--- config.mk ---
export PLATFORM = sky130hd
export DESIGN_NAME = uart_flags_ctrl
export DESIGN_NICKNAME = d
export VERILOG_FILES = /design/src/rtl/uart_fc_pkg.sv /design/src/rtl/uart_fc_tick.sv /design/src/rtl/uart_fc_tx.sv /design/src/rtl/uart_fc_rx.sv /design/src/rtl/uart_fc_regs.sv /design/src/rtl/uart_flags_ctrl.sv
export SDC_FILE = /design/constraint.sdc
export NUM_CORES = 1
export LEC_CHECK = 0
export BUFFER_PORTS_ARGS = -buffer_cell sky130_fd_sc_hd__buf_4
export CAP_MARGIN = 10
export CORE_ASPECT_RATIO = 1.5
export CORE_MARGIN = 3
export CORE_UTILIZATION = 55
export CTS_BUF_LIST = sky130_fd_sc_hd__clkbuf_4 sky130_fd_sc_hd__clkbuf_8 sky130_fd_sc_hd__clkbuf_16
export DETAILED_ROUTE_END_ITERATION = 12
export GPL_ROUTABILITY_DRIVEN = 0
export GPL_TIMING_DRIVEN = 0
export PLACE_DENSITY_LB_ADDON = 0.12
export SLEW_MARGIN = 20
export SYNTH_ARGS = -nofsm -noshare
export SYNTH_HDL_FRONTEND = slang
export SYNTH_HIERARCHICAL = 1
export SYNTH_SLANG_ARGS = --single-unit
--- constraint.sdc ---
create_clock -name clk -period 3.23 [get_ports clk]
set_input_delay 0.1615 -clock clk [delete_from_list [all_inputs] [get_ports clk]]
set_output_delay 0.1615 -clock clk [all_outputs]
set_load 0.02 [all_outputs]
--- src/rtl/uart_fc_pkg.sv ---
package uart_fc_pkg;
  localparam int unsigned DATA_W = 8;
  localparam int unsigned NFLAG  = 5;

  typedef enum logic [1:0] {
    A_CTRL = 2'd0,
    A_STAT = 2'd1,
    A_TXD  = 2'd2,
    A_RXD  = 2'd3
  } reg_addr_e;

  localparam int CB_RIE = 0;
  localparam int CB_TE  = 1;
  localparam int CB_RE  = 2;

  localparam int SB_TXE = 0;
  localparam int SB_RXF = 1;
  localparam int SB_FE  = 2;
  localparam int SB_PE  = 3;
  localparam int SB_OVR = 4;

  typedef enum logic [1:0] {
    RX_IDLE,
    RX_START,
    RX_DATA,
    RX_STOP
  } rx_state_e;

  // tick count at which the start bit is re-checked
  function automatic int unsigned mid_tick(input int unsigned ovs);
    return ovs / 2;
  endfunction

  // width of a counter that must hold values 0..n-1
  function automatic int unsigned cnt_w(input int unsigned n);
    return (n > 1) ? $clog2(n) : 1;
  endfunction
endpackage

--- src/rtl/uart_fc_tick.sv ---
module uart_fc_tick #(
  parameter int unsigned DIV = 2
) (
  input  logic clk,
  input  logic rst_n,
  output logic tick
);
  import uart_fc_pkg::*;
  localparam int unsigned CW = cnt_w(DIV);

  logic [CW-1:0] cnt;

  assign tick = (cnt == CW'(DIV - 1));

  always_ff @(posedge clk or negedge rst_n) begin
    if (!rst_n)    cnt <= '0;
    else if (tick) cnt <= '0;
    else           cnt <= cnt + 1'b1;
  end
endmodule

--- src/rtl/uart_fc_tx.sv ---
module uart_fc_tx #(
  parameter int unsigned DW  = 8,
  parameter int unsigned OVS = 16
) (
  input  logic          clk,
  input  logic          rst_n,
  input  logic          tick,
  input  logic          te,
  input  logic          txe,
  input  logic [DW-1:0] tdr,
  output logic          load,
  output logic          txd
);
  import uart_fc_pkg::*;
  localparam int unsigned FW  = DW + 2;
  localparam int unsigned TCW = cnt_w(OVS);
  localparam int unsigned BCW = cnt_w(FW + 1);

  logic [FW-1:0]  sh;
  logic [TCW-1:0] tcnt;
  logic [BCW-1:0] bcnt;
  logic           busy;

  assign load = te && !txe && !busy;
  assign txd  = busy ? sh[0] : 1'b1;

  always_ff @(posedge clk or negedge rst_n) begin
    if (!rst_n) begin
      sh   <= '1;
      tcnt <= '0;
      bcnt <= '0;
      busy <= 1'b0;
    end else if (load) begin
      sh   <= {1'b1, tdr, 1'b0};
      tcnt <= '0;
      bcnt <= '0;
      busy <= 1'b1;
    end else if (busy && tick) begin
      if (tcnt == TCW'(OVS - 1)) begin
        tcnt <= '0;
        sh   <= {1'b1, sh[FW-1:1]};
        bcnt <= bcnt + 1'b1;
        if (bcnt == BCW'(FW - 1)) busy <= 1'b0;
      end else begin
        tcnt <= tcnt + 1'b1;
      end
    end
  end
endmodule

--- src/rtl/uart_fc_rx.sv ---
module uart_fc_rx #(
  parameter int unsigned DW  = 8,
  parameter int unsigned OVS = 16
) (
  input  logic          clk,
  input  logic          rst_n,
  input  logic          tick,
  input  logic          re,
  input  logic          rxd,
  output logic          done,
  output logic          stop_ok,
  output logic [DW-1:0] data
);
  import uart_fc_pkg::*;
  localparam int unsigned TCW  = cnt_w(OVS);
  localparam int unsigned BCW  = cnt_w(DW);
  localparam int unsigned HALF = mid_tick(OVS);

  rx_state_e      st;
  logic           s1, s2;
  logic [TCW-1:0] tcnt;
  logic [BCW-1:0] bcnt;
  logic [DW-1:0]  sh;
  logic           bit_end;

  assign bit_end = tick && (tcnt == TCW'(OVS - 1));
  assign done    = re && (st == RX_STOP) && bit_end;
  assign stop_ok = s2;
  assign data    = sh;

  always_ff @(posedge clk or negedge rst_n) begin
    if (!rst_n) begin
      s1 <= 1'b1;
      s2 <= 1'b1;
    end else begin
      s1 <= rxd;
      s2 <= s1;
    end
  end

  always_ff @(posedge clk or negedge rst_n) begin
    if (!rst_n) begin
      st   <= RX_IDLE;
      tcnt <= '0;
      bcnt <= '0;
      sh   <= '0;
    end else if (!re) begin
      st   <= RX_IDLE;
    end else if (tick) begin
      case (st)
        RX_IDLE: if (!s2) begin
          st   <= RX_START;
          tcnt <= '0;
        end
        RX_START: if (tcnt == TCW'(HALF - 1)) begin
          tcnt <= '0;
          bcnt <= '0;
          st   <= s2 ? RX_IDLE : RX_DATA;
        end else begin
          tcnt <= tcnt + 1'b1;
        end
        RX_DATA: if (tcnt == TCW'(OVS - 1)) begin
          tcnt <= '0;
          sh   <= {s2, sh[DW-1:1]};
          bcnt <= bcnt + 1'b1;
          if (bcnt == BCW'(DW - 1)) st <= RX_STOP;
        end else begin
          tcnt <= tcnt + 1'b1;
        end
        default: if (tcnt == TCW'(OVS - 1)) begin
          tcnt <= '0;
          st   <= RX_IDLE;
        end else begin
          tcnt <= tcnt + 1'b1;
        end
      endcase
    end
  end
endmodule

--- src/rtl/uart_fc_regs.sv ---
module uart_fc_regs #(
  parameter int unsigned DW = 8
) (
  input  logic                      clk,
  input  logic                      rst_n,
  input  logic                      bus_wr,
  input  logic                      bus_rd,
  input  logic [1:0]                bus_addr,
  input  logic [DW-1:0]             bus_wdata,
  output logic [DW-1:0]             bus_rdata,
  input  logic                      rx_done,
  input  logic                      rx_stop_ok,
  input  logic [DW-1:0]             rx_byte,
  input  logic                      tx_load,
  output logic [2:0]                ctrl,
  output logic [uart_fc_pkg::NFLAG-1:0] flags,
  output logic [DW-1:0]             tdr,
  output logic [DW-1:0]             rdr,
  output logic                      stat_wr
);
  import uart_fc_pkg::*;

  logic [NFLAG-1:0] arm, flags_n, arm_n;
  logic             stat_rd;

  assign stat_rd = bus_rd && (bus_addr == A_STAT);
  assign stat_wr = bus_wr && (bus_addr == A_STAT);

  always_comb begin
    flags_n = flags;
    arm_n   = arm;
    if (stat_rd) arm_n = arm | flags;
    if (stat_wr) begin
      for (int i = 0; i < int'(NFLAG); i++) begin
        if (!bus_wdata[i] && arm[i]) begin
          flags_n[i] = 1'b0;
          arm_n[i]   = 1'b0;
        end
      end
    end
    if (tx_load || !ctrl[CB_TE]) flags_n[SB_TXE] = 1'b1;
    if (rx_done) begin
      if (flags[SB_RXF]) flags_n[SB_OVR] = 1'b1;
      else               flags_n[SB_RXF] = 1'b1;
      if (!rx_stop_ok)   flags_n[SB_FE]  = 1'b1;
    end
    flags_n[SB_PE] = 1'b0;
    arm_n = arm_n & flags_n;
  end

  always_ff @(posedge clk or negedge rst_n) begin
    if (!rst_n) begin
      ctrl  <= '0;
      flags <= NFLAG'(1) << SB_TXE;
      arm   <= '0;
      tdr   <= '0;
      rdr   <= '0;
    end else begin
      flags <= flags_n;
      arm   <= arm_n;
      if (bus_wr && bus_addr == A_CTRL) ctrl <= bus_wdata[2:0];
      if (bus_wr && bus_addr == A_TXD)  tdr  <= bus_wdata;
      if (rx_done && !flags[SB_RXF])    rdr  <= rx_byte;
    end
  end

  always_comb begin
    case (bus_addr)
      A_CTRL:  bus_rdata = {{(DW-3){1'b0}}, ctrl};
      A_STAT:  bus_rdata = {{(DW-NFLAG){1'b0}}, flags};
      A_TXD:   bus_rdata = tdr;
      default: bus_rdata = rdr;
    endcase
  end
endmodule

--- src/rtl/uart_flags_ctrl.sv ---
module uart_flags_ctrl #(
  parameter int unsigned DW  = 8,
  parameter int unsigned OVS = 16,
  parameter int unsigned DIV = 2
) (
  input  logic          clk,
  input  logic          rst_n,
  input  logic          bus_wr,
  input  logic          bus_rd,
  input  logic [1:0]    bus_addr,
  input  logic [DW-1:0] bus_wdata,
  output logic [DW-1:0] bus_rdata,
  input  logic          rxd,
  output logic          txd,
  output logic          irq_rx_full,
  output logic          irq_rx_err
);
  import uart_fc_pkg::*;

  logic             tick;
  logic [2:0]       ctrl;
  logic [NFLAG-1:0] stat_flags;
  logic [DW-1:0]    tdr_q, rdr_q, rx_byte;
  logic             ctrl_rie, ctrl_te, ctrl_re;
  logic             rx_done, rx_stop_ok, tx_load, stat_wr;

  assign ctrl_rie = ctrl[CB_RIE];
  assign ctrl_te  = ctrl[CB_TE];
  assign ctrl_re  = ctrl[CB_RE];

  uart_fc_tick #(.DIV(DIV)) u_tick (.clk(clk), .rst_n(rst_n), .tick(tick));

  uart_fc_regs #(.DW(DW)) u_regs (
    .clk(clk), .rst_n(rst_n),
    .bus_wr(bus_wr), .bus_rd(bus_rd), .bus_addr(bus_addr),
    .bus_wdata(bus_wdata), .bus_rdata(bus_rdata),
    .rx_done(rx_done), .rx_stop_ok(rx_stop_ok), .rx_byte(rx_byte),
    .tx_load(tx_load), .ctrl(ctrl), .flags(stat_flags),
    .tdr(tdr_q), .rdr(rdr_q), .stat_wr(stat_wr)
  );

  uart_fc_tx #(.DW(DW), .OVS(OVS)) u_tx (
    .clk(clk), .rst_n(rst_n), .tick(tick), .te(ctrl_te),
    .txe(stat_flags[SB_TXE]), .tdr(tdr_q), .load(tx_load), .txd(txd)
  );

  uart_fc_rx #(.DW(DW), .OVS(OVS)) u_rx (
    .clk(clk), .rst_n(rst_n), .tick(tick), .re(ctrl_re), .rxd(rxd),
    .done(rx_done), .stop_ok(rx_stop_ok), .data(rx_byte)
  );

  assign irq_rx_full = ctrl_rie && stat_flags[SB_RXF];
  assign irq_rx_err  = ctrl_rie &&
                       (stat_flags[SB_FE] || stat_flags[SB_PE] || stat_flags[SB_OVR]);
endmodule

# Word-level counts from Yosys, hierarchy flattened
# Index checks and enable logic that the tools add are counted.
# word_totals
reg_bits,67
input_bits,15
out_inout_bits,11
word_cells,133
# classes
n_reduce_logical,41
muxes,50
bitwise,2
eq_ne,19
add_sub_neg,5
# ops
cell,count
$mux W4,9
$mux W10,3
$pmux W8 S3,1
$mux W1,20
$logic_and A1 B1 Y1,18
$mux W2,9
$mux W5,3
$add A4 B1 Y4 const B,3
$eq A4 B4 Y1 const B,3
$logic_not A1 Y1,9
$ne A3 B2 Y1 const B,3
$pmux W4 S2,1
$reduce_bool A2 Y1,4
$eq A2 B2 Y1 const B,3
$mux W3,2
$pmux W2 S3,1
$pmux W3 S2,1
$reduce_and A3 Y1,2
$reduce_and A6 Y1,1
$and A5 B5 Y5,1
$or A5 B5 Y5,1
$reduce_and A5 Y1,1
$eq A2 B1 Y1 const B,2
$eq A4 B3 Y1 const B,1
11 further kinds,15

# Logic depth before layout (Yosys ltp)
# Gate-level depths: netlist of run 1.
# depth
word_depth,7
mapped_depth,7
depth_no_buf,6

# Cells and area by module
# The synthesis of run 1 kept the hierarchy.
# modules_own_cells
mod,seq_area_each_um2,instances,area_per_inst_um2,cells_per_inst
uart_fc_regs,676.9,1,1293.7,96
uart_fc_rx,478.0,1,958.4,83
uart_fc_tx,461.7,1,909.6,89
uart_fc_tick,25.0,1,28.8,2
uart_flags_ctrl,0.0,1,15.0,2

# Worst setup path before layout of run 1
# OpenSTA, ideal clock, no wires.
# synth_path
kind,reg-to-reg
start,reg u_rx.tcnt[0]
end,reg u_regs.rdr[0]
t_arrival_ps,1756
slack_ps,1349
required_time_ps,3105
synth_period_minus_slack_ps,1881
stages_incl_launch_ff,7
cell_sequence,dfrtp_1 -> ha_1 -> nand3_1 -> nor3_1 -> nor2b_1 -> buf_2 -> mux2_2
# synth_via
elab_chain_len,4
# synth_lines
item,line_no,rtl
start: declaration,uart_fc_rx.sv:21,logic [TCW-1:0] tcnt;
start signal: assignment,uart_fc_rx.sv:60,tcnt <= tcnt + 1'b1;
start signal: assignment,uart_fc_rx.sv:68,tcnt <= tcnt + 1'b1;
start signal: assignment,uart_fc_rx.sv:74,tcnt <= tcnt + 1'b1;
$eq A4 B4 Y1,uart_fc_rx.sv:26,assign bit_end = tick && (tcnt == TCW'(OVS - 1));
$logic_and A1 B1 Y1,uart_fc_rx.sv:26,
$logic_and A1 B1 Y1,uart_fc_rx.sv:27,assign done = re && (st == RX_STOP) && bit_end;
via rx_done,uart_flags_ctrl.sv:25,"logic rx_done, rx_stop_ok, tx_load, stat_wr;"
$logic_and A1 B1 Y1,uart_fc_regs.sv:63,if (rx_done && !flags[SB_RXF]) rdr <= rx_byte;
end signal: assignment,uart_fc_regs.sv:63,
end: declaration,uart_fc_regs.sv:18,"output logic [DW-1:0] rdr,"
# The timed path passes the listed nets, and every way through them passes these cells.
# A chain may end at the register's enable or synchronous reset.

# Final worst setup path of run 1
# layout_path
start,"reg u_tick.cnt, in the netlist u_tick/tick"
end,reg u_regs.rdr[0]
# layout_via
elab_chain_len,3
# layout_lines
item,line_no,rtl
start: declaration,uart_fc_tick.sv:11,logic [CW-1:0] cnt;
start signal: assignment,uart_fc_tick.sv:18,else cnt <= cnt + 1'b1;
$logic_and A1 B1 Y1,uart_fc_rx.sv:26,
$logic_and A1 B1 Y1,uart_fc_rx.sv:27,
via rx_done,uart_flags_ctrl.sv:25,
$logic_and A1 B1 Y1,uart_fc_regs.sv:63,
# The timed path passes the listed nets, and every way through them passes these cells.

==> results.ini, run 1 <==
[status]
outcome = completed

[worst_setup_path]
cp_max_fo = 15
cp_slowest_cell = dfrtp_1
rr_endpoint = u_regs/rdr[0]$_DFFE_PN0P_
path_buf_inv = 1
critPathMaxStageDelay_ns = 0.64
path_cells = nand2_1, nor3_1, nor2b_1, buf_2, mux2_2
reg2reg_setup_slack_ns = 0.78
cp_top_family = simple AND/OR/NAND/NOR gates
critPathCaptureType = flop
required_ns = 3.45
worst_ep_arrival_time_ns = 2.67
crit_type = flop to flop
r2r_cells = 5
start_kind = flop
r2r_start = u_tick/tick$_DFF_PN0_

[die]
coreArea_mm2 = 0.00553
ios = 26
die_w_um = 68.3
rows = 33
start_util = 0.579
dieArea_mm2 = 0.00679
die-height_um = 99.4

[cts]
tritoncts = built
cts-htree-levels = 3
clk_pin_slew_ns = 0.07
cts_buffer_depth = 2
cts_buffers = 9
clock_sinks = 65
clock_latency_ns = 0.34
cts.repair.resized = 0
root_buffer = clkbuf_8

[drt]
antenna_left = 0
drt_wl_total_mm = 6.47
drt_pass1_iterations = 4
avgViaCountPerCell = 6.00
wl_per_cell_um = 16.8
drtIter0Drc = 151
drc = 0
vias = 2303

[synth]
yosys_warnings = 6
avgSynthCellArea_um2 = 11.8
syn_area_mm2 = 0.00320
synth_nets = 292
synthCells = 271

[cells_and_area]
drive_gt1_frac = 0.334
nets = 330
final_area_mm2 = 0.00369
fillers = 455
synthToLayoutAreaGrowth_pct = 15.3
diodes = 0

[placement]
dp_hpwl_mm = 4.41
port_buffers = 25
postPlaceCellArea_mm2 = 0.00348
post-place-ws_ns = 0.850

[timing]
setup_violations = 0
fmax_mhz = 408
max_slew.worst_pin.slew_ns = 0.803
fin_ws_ns = 0.776
slew_headroom = 0.464
finalCritPeriodShare = 0.760
min_period_ns = 2.45
finalSetupTns_ns = 0
grt_setup_unrepaired = no
fin_skew_ns = 0.00881
finalHoldViolCount = 0
maxSlewViolCount = 0

[power]
powerDensity_mw_per_mm2 = 582
leakage_nw = 1.71
vdd_drop_max_mv = 0.319
total_power_mw = 2.15

[min_path]
hold_start = bus_wdata[5]
min_to = u_regs/tdr[5]$_DFFE_PN0P_
hold_class = primary input to flop
min_delay_path_depth = 2

[grt]
grt_first_pass_wirelength_mm = 11.0
overflow = 0
grt_max_degree = 66
first_global_vias = 2290
track_usage = 0.218
antenna_found_initial = 0

[flow_run]
max_cap_violations = 0

## worst reg2reg max path: stages, from the launching register on
cell,delay [ns]
dfrtp_1,0.64
nand2_1,0.33
nor3_1,0.58
nor2b_1,0.20
buf_2,0.24
mux2_2,0.36
## layer usage
metal | up-vias | track usage | part of all wire
li1 | 1089 | - | -
met1 | 1156 | 0.271 | 0.42
met5 | - | 0 | 0
met2 | 43 | 0.351 | 0.52
met4 | 0 | 0.104 | 0.023
met3 | 15 | 0.0475 | 0.032
## layout by cell type, fill, tap and decap left out, drive strengths merged, types with 7 or more instances in the layout
cell type   n
nand2      21
o21ai      13
buf        35
inv         7
nand3      12
dfrtp      53
nor2       10
clkbuf     13
o211ai     11
o32ai       7
mux2       29
dfstp      12
a21oi       9
## worst max-delay path by stage
stage / startpoint / to / slack, ns / cells after the start
6_report: u_tick/tick$_DFF_PN0_ / u_regs/rdr[0]$_DFFE_PN0P_ / 0.78 / 5
3_5_place_dp: u_tick/tick$_DFF_PN0_ / u_regs/rdr[3]$_DFFE_PN0P_ / 0.85 / 5
3_3_place_gp: u_tick/tick$_DFF_PN0_ / u_regs/rdr[5]$_DFFE_PN0P_ / 0.87 / 5
2_1_floorplan: u_rx/tcnt[0]$_DFFE_PN0P_ / u_regs/rdr[0]$_DFFE_PN0P_ / 1.35 / 6
5_1_grt: u_tick/tick$_DFF_PN0_ / u_regs/rdr[6]$_DFFE_PN0P_ / 0.64 / 5
4_1_cts: u_tick/tick$_DFF_PN0_ / u_regs/rdr[0]$_DFFE_PN0P_ / 0.84 / 5
## final cells by class
cell class | instances | area [µm²] | share of cell area
flip-flops and latches | 65 | 1640 | 0.445
multi-input cells | 186 | 1440 | 0.391
repair buffers | 27 | 208 | 0.0563
clock buffers | 10 | 138 | 0.0373
plain buffers | 13 | 87.6 | 0.0237
well taps | 70 | 87.6 | 0.0237
clock inverters | 6 | 57.6 | 0.0156
inverters | 7 | 28.8 | 0.00779
## power breakdown
group | total, mW | switching (mW) | internal, mW
Sequential | 1.07 | 0.0980 | 0.974
Clock | 0.679 | 0.308 | 0.372
Combinational | 0.399 | 0.213 | 0.185
Total | 2.15 | 0.619 | 1.53
## metrics by stage
step           instances  utilization  hold slack, ns
6_report             384        0.667          0.0533
5_1_grt              384        0.667          0.0439
4_1_cts              384        0.667          0.0336
3_5_place_dp         366        0.628           0.271
3_3_place_gp         366        0.628           0.270
2_1_floorplan        271            -          -0.134
## sequential cells by signal, indices dropped and copies added (netlist names)
register,count
u_rx/bcnt,3
u_regs/flags,4
u_rx/st,2
u_regs/rdr,8
u_tick/tick,1
u_rx/s1,1
u_tx/bcnt,4
u_tx/busy,1
u_regs/tdr,8
u_regs/ctrl,3
u_tx/sh,9
u_rx/data,8
u_regs/arm,4
u_rx/stop_ok,1
u_rx/tcnt,4
u_tx/tcnt,4
## timing repair
action / CTS / global route
hold endpoints to repair: 54 / 0
buffers inserted: 0 / 0
hold buffers: 2 / 0
(Power assumes the default switching activity.)
==> run 2, diff against run 1 <==
CORE_UTILIZATION = 54   (was 55)
clock period = 2.1 ns   (was 3.23 ns; I/O delays follow)
==> run 2 against run 1 <==
  * First-iteration DRC count up 27%
  * Clock power up 66%
  * Sequential power up 54%
  * Global-route usage down 0.22 points
  * Total power up 58%
  * Sequential share of layout area down 0.94 points
  * Cell count up 1.3%
  * Cell area up 2.2%
  * Via count up 0.22%
  * Routed wire length up 1.4%
  * Combinational power up 56%
  * Count of clock-buffer cells in the layout up 2
==> results.ini, run 2 (same netlist as run 1, synthesis figures left out) <==
[timing]
max_slew.worst_pin.slew_ns = 0.807  ; +0.00388 ns
fin_ws_ns = 0.101  ; -0.675 ns
fmax_mhz = 500  ; +23%
finalCritPeriodShare = 0.952  ; +0.192
slew_headroom = 0.462  ; -0.00259
setup_violations = 0  ; unchanged
fin_skew_ns = 0.0114  ; +0.00261 ns
finalHoldViolCount = 0  ; unchanged
maxSlewViolCount = 0  ; unchanged
finalSetupTns_ns = 0  ; unchanged
min_period_ns = 2.00  ; -0.455 ns
whs_ns = 0.0245  ; -0.0288 ns
grt_setup_unrepaired = no

[die]
coreArea_mm2 = 0.00562  ; +1.5%
die_w_um = 68.9  ; +0.84%
dieArea_mm2 = 0.00691  ; +1.7%
die-height_um = 100  ; +0.86%
rows = 33  ; unchanged
ios = 26  ; unchanged
start_util = 0.570  ; -0.00851

[cells_and_area]
fin_cells = 389  ; +1.3%
synthToLayoutAreaGrowth_pct = 17.9
fin_util = 0.672  ; +0.00489
layout_common_cells = dfrtp_1, buf_4, mux2_2, nand2_1
diodes = 0  ; unchanged
layout_commonest_cell = dfrtp_1
regMostFlops = u_tx/sh
nets = 335  ; +1.5%
final_area_mm2 = 0.00377  ; +2.2%
largest_reg_flops = 9  ; unchanged
drive_gt1_frac = 0.342  ; +0.00730

[drt]
vias = 2308  ; +0.22%
drt_wl_total_mm = 6.56  ; +1.4%
drc = 0  ; unchanged
drt_pass1_iterations = 5  ; +1
antenna_left = 0  ; unchanged
drtIter0Drc = 192  ; +27%
wl_per_cell_um = 16.9  ; +0.13%
avgViaCountPerCell = 5.93  ; -1.1%

[status]
outcome = completed

[cts]
cts-htree-levels = 3  ; unchanged
root_buffer = clkbuf_8
clock_sinks = 65  ; unchanged
clock_latency_ns = 0.34  ; about the same
cts_buffers = 9  ; unchanged
tritoncts = built
clk_pin_slew_ns = 0.07  ; about the same
cts_buffer_depth = 2  ; unchanged

[placement]
port_buffers = 25  ; unchanged
post-place-ws_ns = -0.319  ; -1.17 ns
place_inst = 366  ; unchanged
postPlaceCellArea_mm2 = 0.00348  ; unchanged
dp_hpwl_mm = 4.44  ; +0.67%

[worst_setup_path]
crit_type = flop to flop
reg2reg_setup_slack_ns = 0.10  ; -0.68 ns
rr_endpoint = u_regs/rdr[0]$_DFFE_PN0P_
r2r_start = u_rx/tcnt[0]$_DFFE_PN0P_
required_ns = 2.32  ; -1.13 ns
worstSetupStartpoint = u_rx/tcnt[0]$_DFFE_PN0P_
r2r_cells = 6  ; +1
cp-endpoint = u_regs/rdr[0]$_DFFE_PN0P_
critPathCaptureType = flop
start_kind = flop
cp_max_fo = 8  ; -7
worst_ep_arrival_time_ns = 2.22  ; -0.45 ns

[flow_run]
max_cap_violations = 0  ; unchanged

[min_path]
hold_class = primary input to flop

[grt]
antenna_found_initial = 0  ; unchanged
track_usage = 0.215  ; -0.00222
grt_max_degree = 66  ; unchanged
overflow = 0  ; unchanged
grt_first_pass_wirelength_mm = 11.0  ; +0.13%
first_global_vias = 2229  ; -2.7%

[power]
powerDensity_mw_per_mm2 = 899  ; +54%
vdd_drop_max_mv = 0.549  ; +72%
leakage_nw = 1.74  ; +1.9%
total_power_mw = 3.39  ; +58%

==> run 2: per-layer routing <==
metal | up-vias | wire, µm | global-route usage
li1 | 1090 | - | -
met1 | 1176 | 2910 | 0.287
met2 | 31 | 3370 | 0.335
met3 | 11 | 151 | 0.0347
met4 | 0 | 134 | 0.107
met5 | - | 0 | 0
==> run 2: worst min path at each step <==
stage / from / to / slack, ns / cells past startpoint
floorplan: rst_n / u_regs/arm[0]$_DFF_PN0_ / -0.19 / 0
global placement: rxd / u_rx/s1$_DFF_PN1_ / 0.21 / 1
detailed placement: rxd / u_rx/s1$_DFF_PN1_ / 0.22 / 1
CTS: bus_wdata[2] / u_regs/tdr[2]$_DFFE_PN0P_ / 0.009 / 2
global route: bus_wdata[2] / u_regs/tdr[2]$_DFFE_PN0P_ / 0.02 / 2
finish: bus_wdata[2] / u_regs/tdr[2]$_DFFE_PN0P_ / 0.02 / 2
==> run 2: final cells by class <==
class | instances | area, µm²
clock inverters | 4 | 50.0
plain buffers | 13 | 87.6
inverters | 7 | 28.8
clock buffers | 12 | 165
multi-input cells | 186 | 1460
well taps | 70 | 87.6
flip-flops and latches | 65 | 1640
repair buffers | 32 | 255
fillers | 451 | 1840
==> run 2: where the power goes <==
group          total, mW  internal (mW)  leakage (nW)  switching, mW
registers           1.65           1.50         0.828          0.148
clock network       1.13          0.643         0.105          0.483
logic              0.623          0.290         0.808          0.333
total               3.39           2.43          1.74          0.964
==> run 2: critical path: stages (launching register included) <==
cell     delay [ns]
dfrtp_1        0.39
ha_2           0.26
nand3_1        0.19
nor3_4         0.28
nor2b_1        0.15
buf_2          0.24
mux2_2         0.37
==> run 2: repair_timing <==
item | CTS | global route
buffers inserted | 0 | 1
pin swaps | 1 | 1
hold buffers | 6 | 0
gates resized for setup | 3 | 1
endpoints found under the setup margin | 8 | 8
endpoints found under the hold margin | 58 | 0
